File: src/rtl/uop_pkg.sv
package uop_pkg;
  localparam int TAG_W  = 5;
  localparam int FUNC_W = 4;
  localparam int IMM_W  = 32;
  localparam int CLS_W  = 3;
  localparam int KIND_W = 3;
  localparam int STEP_W = 2;
  localparam int CNT_W  = STEP_W + 1;

  localparam logic [TAG_W-1:0]  TMP_TAG  = '1;
  localparam logic [FUNC_W-1:0] FUNC_ADD = '0;
  localparam logic [IMM_W-1:0]  STK_DEC  = -IMM_W'(4);
  localparam logic [IMM_W-1:0]  STK_INC  = IMM_W'(4);

  typedef enum logic [CLS_W-1:0] {
    CLS_ALU  = 3'd0,
    CLS_CMP  = 3'd1,
    CLS_BR   = 3'd2,
    CLS_CALL = 3'd3,
    CLS_RET  = 3'd4
  } opClass_e;

  typedef enum logic [KIND_W-1:0] {
    K_ALU  = 3'd0,
    K_CMP  = 3'd1,
    K_BR   = 3'd2,
    K_LD   = 3'd3,
    K_ST   = 3'd4,
    K_JMP  = 3'd5,
    K_RDPC = 3'd6,
    K_TRAP = 3'd7
  } uopKind_e;

  typedef struct packed {
    logic [CLS_W-1:0]  cls;
    logic [TAG_W-1:0]  srcA;
    logic [TAG_W-1:0]  srcB;
    logic [TAG_W-1:0]  dst;
    logic [FUNC_W-1:0] func;
    logic              memSrc;
    logic              memDst;
    logic [IMM_W-1:0]  imm;
  } desc_t;

  typedef struct packed {
    logic [KIND_W-1:0] kind;
    logic [TAG_W-1:0]  srcA;
    logic [TAG_W-1:0]  srcB;
    logic [TAG_W-1:0]  dst;
    logic [FUNC_W-1:0] func;
    logic [IMM_W-1:0]  imm;
  } uop_t;

  typedef struct packed {
    logic              load;
    logic [STEP_W-1:0] step;
  } ctrlStrobe_t;
endpackage

File: src/rtl/uop_ctrl.sv
module uop_ctrl
  import uop_pkg::*;
(
  input  logic        clk,
  input  logic        rstN,
  input  logic        inValid,
  output logic        inReady,
  output logic        outValid,
  input  logic        outReady,
  input  logic        lastStep,
  output ctrlStrobe_t strobe
);
  logic              busy;
  logic [STEP_W-1:0] step;
  logic              accept;
  logic              fire;

  assign inReady  = !busy || (outReady && lastStep);
  assign accept   = inValid && inReady;
  assign fire     = busy && outReady;
  assign outValid = busy;

  always_ff @(posedge clk) begin
    if (!rstN) begin
      busy <= 1'b0;
      step <= '0;
    end else if (accept) begin
      busy <= 1'b1;
      step <= '0;
    end else if (fire && lastStep) begin
      busy <= 1'b0;
      step <= '0;
    end else if (fire) begin
      step <= step + STEP_W'(1);
    end
  end

  always_comb begin
    strobe.load = accept;
    strobe.step = step;
  end
endmodule

File: src/rtl/uop_dpath.sv
module uop_dpath
  import uop_pkg::*;
#(
  parameter logic [TAG_W-1:0] SP_TAG = 5'd4
) (
  input  logic        clk,
  input  logic        rstN,
  input  ctrlStrobe_t strobe,
  input  desc_t       inDesc,
  output uop_t        uop,
  output logic        lastStep
);
  desc_t            held;
  logic [CNT_W-1:0] uopCount;

  always_ff @(posedge clk) begin
    if (!rstN)            held <= '0;
    else if (strobe.load) held <= inDesc;
  end

  always_comb begin
    case (held.cls)
      CLS_ALU:  uopCount = held.memDst ? CNT_W'(3) : (held.memSrc ? CNT_W'(2) : CNT_W'(1));
      CLS_CALL: uopCount = CNT_W'(4);
      CLS_RET:  uopCount = CNT_W'(3);
      default:  uopCount = CNT_W'(1);
    endcase
  end

  assign lastStep = ({1'b0, strobe.step} == (uopCount - CNT_W'(1)));

  function automatic uop_t mk(input uopKind_e k, input logic [TAG_W-1:0] a,
                              input logic [TAG_W-1:0] b, input logic [TAG_W-1:0] d,
                              input logic [FUNC_W-1:0] f, input logic [IMM_W-1:0] i);
    uop_t u;
    u.kind = k; u.srcA = a; u.srcB = b; u.dst = d; u.func = f; u.imm = i;
    return u;
  endfunction

  always_comb begin
    uop = '0;
    case (held.cls)
      CLS_ALU: begin
        if (held.memDst) begin
          case (strobe.step)
            2'd0:    uop = mk(K_LD,  held.srcB, '0, TMP_TAG, '0, held.imm);
            2'd1:    uop = mk(K_ALU, TMP_TAG, held.srcA, TMP_TAG, held.func, '0);
            default: uop = mk(K_ST,  held.srcB, TMP_TAG, '0, '0, held.imm);
          endcase
        end else if (held.memSrc) begin
          if (strobe.step == 2'd0) uop = mk(K_LD,  held.srcB, '0, TMP_TAG, '0, held.imm);
          else                     uop = mk(K_ALU, held.srcA, TMP_TAG, held.dst, held.func, '0);
        end else begin
          uop = mk(K_ALU, held.srcA, held.srcB, held.dst, held.func, held.imm);
        end
      end
      CLS_CMP: uop = mk(K_CMP, held.srcA, held.srcB, '0, held.func, held.imm);
      CLS_BR:  uop = mk(K_BR,  held.srcA, held.srcB, '0, held.func, held.imm);
      CLS_CALL: begin
        case (strobe.step)
          2'd0:    uop = mk(K_RDPC, '0, '0, TMP_TAG, '0, '0);
          2'd1:    uop = mk(K_ST,   SP_TAG, TMP_TAG, '0, '0, STK_DEC);
          2'd2:    uop = mk(K_ALU,  SP_TAG, '0, SP_TAG, FUNC_ADD, STK_DEC);
          default: uop = mk(K_JMP,  '0, '0, '0, '0, held.imm);
        endcase
      end
      CLS_RET: begin
        case (strobe.step)
          2'd0:    uop = mk(K_ALU, SP_TAG, '0, SP_TAG, FUNC_ADD, STK_INC);
          2'd1:    uop = mk(K_LD,  SP_TAG, '0, TMP_TAG, '0, STK_DEC);
          default: uop = mk(K_JMP, TMP_TAG, '0, '0, '0, '0);
        endcase
      end
      default: uop = mk(K_TRAP, '0, '0, '0, '0, IMM_W'(held.cls));
    endcase
  end
endmodule

File: src/rtl/uop_cracker.sv
module uop_cracker
  import uop_pkg::*;
#(
  parameter logic [TAG_W-1:0] SP_TAG = 5'd4
) (
  input  logic              clk,
  input  logic              rstN,
  input  logic              inValid,
  output logic              inReady,
  input  logic [CLS_W-1:0]  inClass,
  input  logic [TAG_W-1:0]  inSrcA,
  input  logic [TAG_W-1:0]  inSrcB,
  input  logic [TAG_W-1:0]  inDst,
  input  logic [FUNC_W-1:0] inFunc,
  input  logic              inMemSrc,
  input  logic              inMemDst,
  input  logic [IMM_W-1:0]  inImm,
  output logic              outValid,
  input  logic              outReady,
  output logic [KIND_W-1:0] outKind,
  output logic [TAG_W-1:0]  outSrcA,
  output logic [TAG_W-1:0]  outSrcB,
  output logic [TAG_W-1:0]  outDst,
  output logic [FUNC_W-1:0] outFunc,
  output logic [IMM_W-1:0]  outImm,
  output logic              outLast
);
  desc_t       inDesc;
  ctrlStrobe_t strobe;
  uop_t        curUop;
  logic        lastStep;

  always_comb begin
    inDesc.cls    = inClass;
    inDesc.srcA   = inSrcA;
    inDesc.srcB   = inSrcB;
    inDesc.dst    = inDst;
    inDesc.func   = inFunc;
    inDesc.memSrc = inMemSrc;
    inDesc.memDst = inMemDst;
    inDesc.imm    = inImm;
  end

  uop_ctrl u_ctrl (
    .clk(clk), .rstN(rstN), .inValid(inValid), .inReady(inReady),
    .outValid(outValid), .outReady(outReady), .lastStep(lastStep), .strobe(strobe)
  );

  uop_dpath #(.SP_TAG(SP_TAG)) u_dpath (
    .clk(clk), .rstN(rstN), .strobe(strobe), .inDesc(inDesc),
    .uop(curUop), .lastStep(lastStep)
  );

  assign outKind = curUop.kind;
  assign outSrcA = curUop.srcA;
  assign outSrcB = curUop.srcB;
  assign outDst  = curUop.dst;
  assign outFunc = curUop.func;
  assign outImm  = curUop.imm;
  assign outLast = lastStep;
endmodule

File: config.mk
export PLATFORM = sky130hd
export DESIGN_NAME = uop_cracker
export DESIGN_NICKNAME = d
export VERILOG_FILES = /design/src/rtl/uop_pkg.sv /design/src/rtl/uop_ctrl.sv /design/src/rtl/uop_dpath.sv /design/src/rtl/uop_cracker.sv
export SDC_FILE = /design/constraint.sdc
export NUM_CORES = 1
export LEC_CHECK = 0
export BUFFER_PORTS_ARGS = -buffer_cell sky130_fd_sc_hd__buf_2
export CORE_MARGIN = 3
export CORE_UTILIZATION = 55
export DETAILED_ROUTE_END_ITERATION = 16
export PLACE_DENSITY = 0.92
export SKIP_LAST_GASP = 1
export SLEW_MARGIN = 20
export SYNTH_ARGS = -nofsm -noshare
export SYNTH_HDL_FRONTEND = slang
export SYNTH_SLANG_ARGS = --single-unit
File: constraint.sdc
create_clock -name clk -period 5 [get_ports clk]
set_input_delay 0.5 -clock clk [delete_from_list [all_inputs] [get_ports clk]]
set_output_delay 0.5 -clock clk [all_outputs]
set_load 0.05 [all_outputs]
==> run summary <==
CLOCKING
------------------------------------------------------------------------------------------------------
CTS tree ................................................................................          yes
Total clock buffers created by CTS ......................................................            9
Latest clock arrival within the worst-skew pair .........................................      0.34 ns
Clock root buffer ....................................................................... sky130_fd_sc_hd__clkbuf_8
H-tree depth reported by CTS ............................................................            3
Post-CTS Hold Fix Bufs ..................................................................            0
Maximum clock insertion buffer count ....................................................            2
Post-cts repair resize count ............................................................            0
Post-CTS Setup Bufs .....................................................................            0
CTS sink count ..........................................................................           59
Clock transition at the register clock pins on the worst setup and hold paths after CTS .      0.07 ns

STA
------------------------------------------------------------------------------------------------------
Final Max Tran Viols ....................................................................            0
Min cycle time layout ...................................................................     3.427 ns
Max Clk Rate ............................................................................    291.8 MHz
RSZ-0062 raised after global routing ....................................................        false
Worst-case clock skew ...................................................................  0.007480 ns
Final critical-path share of the clock period ...........................................       68.54%
Worst-Margin Slew .......................................................................     1.030 ns
Worst slew margin relative to its limit .................................................       31.32%
TNS Setup ...............................................................................         0 ns
Final Setup Violations ..................................................................            0
Final hold violations ...................................................................            0

LOGIC SYNTHESIS
------------------------------------------------------------------------------------------------------
Top area cells in the synthesized netlist ............................................... sky130_fd_sc_hd__dfxtp_1 34%, sky130_fd_sc_hd__mux2i_1 17%, sky130_fd_sc_hd__nand2_1 14%
Post-Syn Instances ......................................................................          437
Async set-or-reset flop fraction in the synthesized netlist .............................           0%
Unique cell type count in the Yosys netlist .............................................           43
Summed instance area of the synthesized netlist ......................................... 0.003456 mm²
Yosys warnings ..........................................................................            0
Number of nets produced by synthesis ....................................................          505
Share of the synthesized area in the top cell type ......................................       34.18%
Flop and latch count out of synthesis ...................................................           59
Cell type with the highest aggregate area in the netlist ................................ sky130_fd_sc_hd__dfxtp_1
Ys flop type ............................................................................ sky130_fd_sc_hd__dfxtp_1
Number of synthesized flops with an enable pin ..........................................            0
Average cell area after synthesis .......................................................    7.908 µm²
Sequential element share of the synthesized area ........................................       34.18%

RUN STATUS
------------------------------------------------------------------------------------------------------
Result of the run ....................................................................... complete, no violations

FINAL LAYOUT
------------------------------------------------------------------------------------------------------
Antenna diode count .....................................................................            0
Footprint of the flip-flops and latches ................................................. 0.001181 mm²
Layout cells sized above 1 ..............................................................       25.89%
Number of filler cells placed in the layout .............................................          474
Layout net count ........................................................................          598
Multi-input gate area in the final layout ............................................... 0.002107 mm²
P&R area growth vs syn ..................................................................       22.52%

WORST HOLD PATH
------------------------------------------------------------------------------------------------------
Sink of the worst hold path ............................................................. u_ctrl.outValid
Cell depth of the worst min-delay path ..................................................            2
Worst Min Path Start ....................................................................     outReady
Min-Delay Path Class ....................................................................    in -> reg

SETUP PATH
------------------------------------------------------------------------------------------------------
Crit Path Max Fanout ....................................................................           30
Cell with the largest stage delay on the worst path ..................................... sky130_fd_sc_hd__ha_1
CP Class ................................................................................   reg -> out
Cells on worst reg2reg path .............................................................            8
Critical path cell sequence ............................................................. ha_1 -> mux2i_1 -> o32ai_1 -> a21oi_2 -> buf_4 -> a21o_1 -> buf_2
Crit Reg-Reg Endpoint ................................................................... u_dpath.held[51]
Critical path's largest stage delay .....................................................      0.61 ns
Reg2reg start ........................................................................... u_dpath.held[33]
Startpoint type of the worst setup path .................................................     register
Data arrival, critical path .............................................................      2.93 ns
Data required time of the worst path ....................................................      4.50 ns
Endpoint class of the critical path .....................................................   output pin
Worst reg-to-reg setup slack ............................................................      1.90 ns

DETAILED ROUTING
------------------------------------------------------------------------------------------------------
Average vias per placed instance ........................................................        5.684
Post-detailed-route count of antenna-violating nets .....................................            0
Number of detailed-routing iterations run before antenna repair .........................            5
Wire length after detailed routing ......................................................     9.213 mm
Routed wirelength normalized by instance count ..........................................     15.15 µm
Total vias in the final route ...........................................................         3456
Number of violations reported at the end of detailed-routing iteration 0 ................          338
DRC violations left .....................................................................            0

PWR
------------------------------------------------------------------------------------------------------
Total power draw ........................................................................     1.722 mW
Power per Cell Area ..................................................................... 406.7 mW/mm²
VDD IR-drop max .........................................................................     335.6 µV
Leakage power ...........................................................................     2.271 nW

GLOBAL ROUTING
------------------------------------------------------------------------------------------------------
Vias in the first global route ..........................................................         3235
Maximum number of pins on one net before global-route repair ............................          115
Global-route usage over all layers ......................................................       25.62%
Wire length of the first global-routing pass ............................................     15.12 mm
GRT Residual Overflow ...................................................................            0
Initial antenna violation count .........................................................            0

FLOORPLAN
------------------------------------------------------------------------------------------------------
Horizontal die dimension ................................................................     85.27 µm
I/O pin count ...........................................................................          117
Initial core utilization ................................................................       57.69%
Die outline height ......................................................................     85.27 µm
Die footprint ........................................................................... 0.007270 mm²
Row cnt .................................................................................           28
Area inside the core boundary ........................................................... 0.005991 mm²

JOB
------------------------------------------------------------------------------------------------------
Maximum capacitance violations ..........................................................            0

PLACE
------------------------------------------------------------------------------------------------------
RD Place Congestion .....................................................................       0.9582
Port Buffers ............................................................................          116
HPWL reported at the end of detailed placement ..........................................     6.243 mm

[cell usage in the layout (no fill, tap or decap), types with 2 or more instances in the layout]
master	Yosys	final
sky130_fd_sc_hd__a211oi_1	6	6
sky130_fd_sc_hd__a21o_1	31	31
sky130_fd_sc_hd__a21oi_1	11	10
sky130_fd_sc_hd__a221o_1	2	2
sky130_fd_sc_hd__and2_1	6	6
sky130_fd_sc_hd__buf_2	3	115
sky130_fd_sc_hd__buf_4	1	2
sky130_fd_sc_hd__bufinv_16	0	2
sky130_fd_sc_hd__clkbuf_8	0	11
sky130_fd_sc_hd__dfxtp_1	59	59
sky130_fd_sc_hd__ha_1	8	8
sky130_fd_sc_hd__inv_1	7	7
sky130_fd_sc_hd__mux2i_1	59	59
sky130_fd_sc_hd__nand2_1	132	132
sky130_fd_sc_hd__nand2b_1	5	5
sky130_fd_sc_hd__nand3_1	9	9
sky130_fd_sc_hd__nand3b_1	2	2
sky130_fd_sc_hd__nor2_1	10	10
sky130_fd_sc_hd__nor2b_1	3	3
sky130_fd_sc_hd__o21ai_0	21	21
sky130_fd_sc_hd__o311ai_0	6	6
sky130_fd_sc_hd__o31ai_1	2	2
sky130_fd_sc_hd__or3_1	2	2
sky130_fd_sc_hd__xnor2_1	2	2
[critical path: cells and delay by family (launching register included)]
kind / cells / cell delay (ns)
AOI/OAI and AO/OA: 3 / 0.81
adders and majority gates: 1 / 0.61
buffers and inverters: 2 / 0.48
DFF: 1 / 0.51
muxes: 1 / 0.16
[area by class of cell]
cell class	instances	share of cell area [%]
clock buffer	12	3.664
clock inverter	2	1.418
inverter	7	0.6206
multi-input combinational	335	49.76
sequential	59	27.90
tap	75	2.216
timing repair buffer	118	14.42
[cells in the mapped netlist, drive strengths merged (3+ instances only)]
master,n
a211oi,7
inv,7
a21oi,11
mux2i,59
nor2,10
buf,8
dfxtp,59
nand3,9
nand2b,5
ha,8
o311ai,6
and2,6
clkbuf,28
o21ai,21
nand2,132
nor2b,3
a21o,31
[worst max path at each step]
stage,startpoint,to,slack (ns),cells past startpoint
final,u_ctrl.step[0],outImm[15],1.57,7
after CTS,u_ctrl.step[0],outImm[15],1.52,6
after global placement,u_ctrl.step[0],outImm[15],1.96,6
after detailed placement,u_ctrl.step[0],outImm[15],1.94,6
after floorplan,u_dpath.held[55],inReady,0.67,8
after global routing,u_dpath.held[54],inReady,1.39,7
[routing by layer]
metal | routed length [µm] | share of wire, % | global-route usage [%]
met3 | 888 | 9.6 | 6.893
met1 | 3681 | 40 | 32.91
met2 | 4489 | 49 | 40.40
met4 | 153 | 1.7 | 11.08
met5 | 0 | 0 | 0
[registers in the layout (all words and copies together) (netlist names)]
signal	cells
u_ctrl.outValid	1
u_dpath.held	56
u_ctrl.step	2
[kinds of logic after synthesis]
family,Yosys count,synth area share [%]
AO/OA/AOI/OAI,93,19.04
AND/OR/NAND/NOR,173,20.96
buffers and inverters,43,5.322
adder cells (fa/ha/maj),8,2.897
XOR/XNOR,2,0.5070
multiplexers,59,17.09
flip-flops,59,34.18
[through the flow]
step | hold slack [ns] | setup WS [ns] | cells | cell area [µm²] | utilization (%)
global route | 0.3902 | 1.388 | 608 | 4234 | 70.68
finish | 0.3932 | 1.573 | 608 | 4234 | 70.68
floorplan | 0.4301 | 0.6706 | 437 | 3456 | -
detailed placement | 0.4490 | 1.937 | 594 | 4018 | 67.06
CTS | 0.3907 | 1.525 | 608 | 4233 | 70.66
global placement | 0.4383 | 1.961 | 594 | 4018 | 67.06
[power breakdown]
group	switching, mW	total, mW	internal, mW
combinational	0.466	0.663	0.197
clock	0.185	0.488	0.303
sequential	0.0493	0.572	0.522
(Power assumes the default switching activity.)
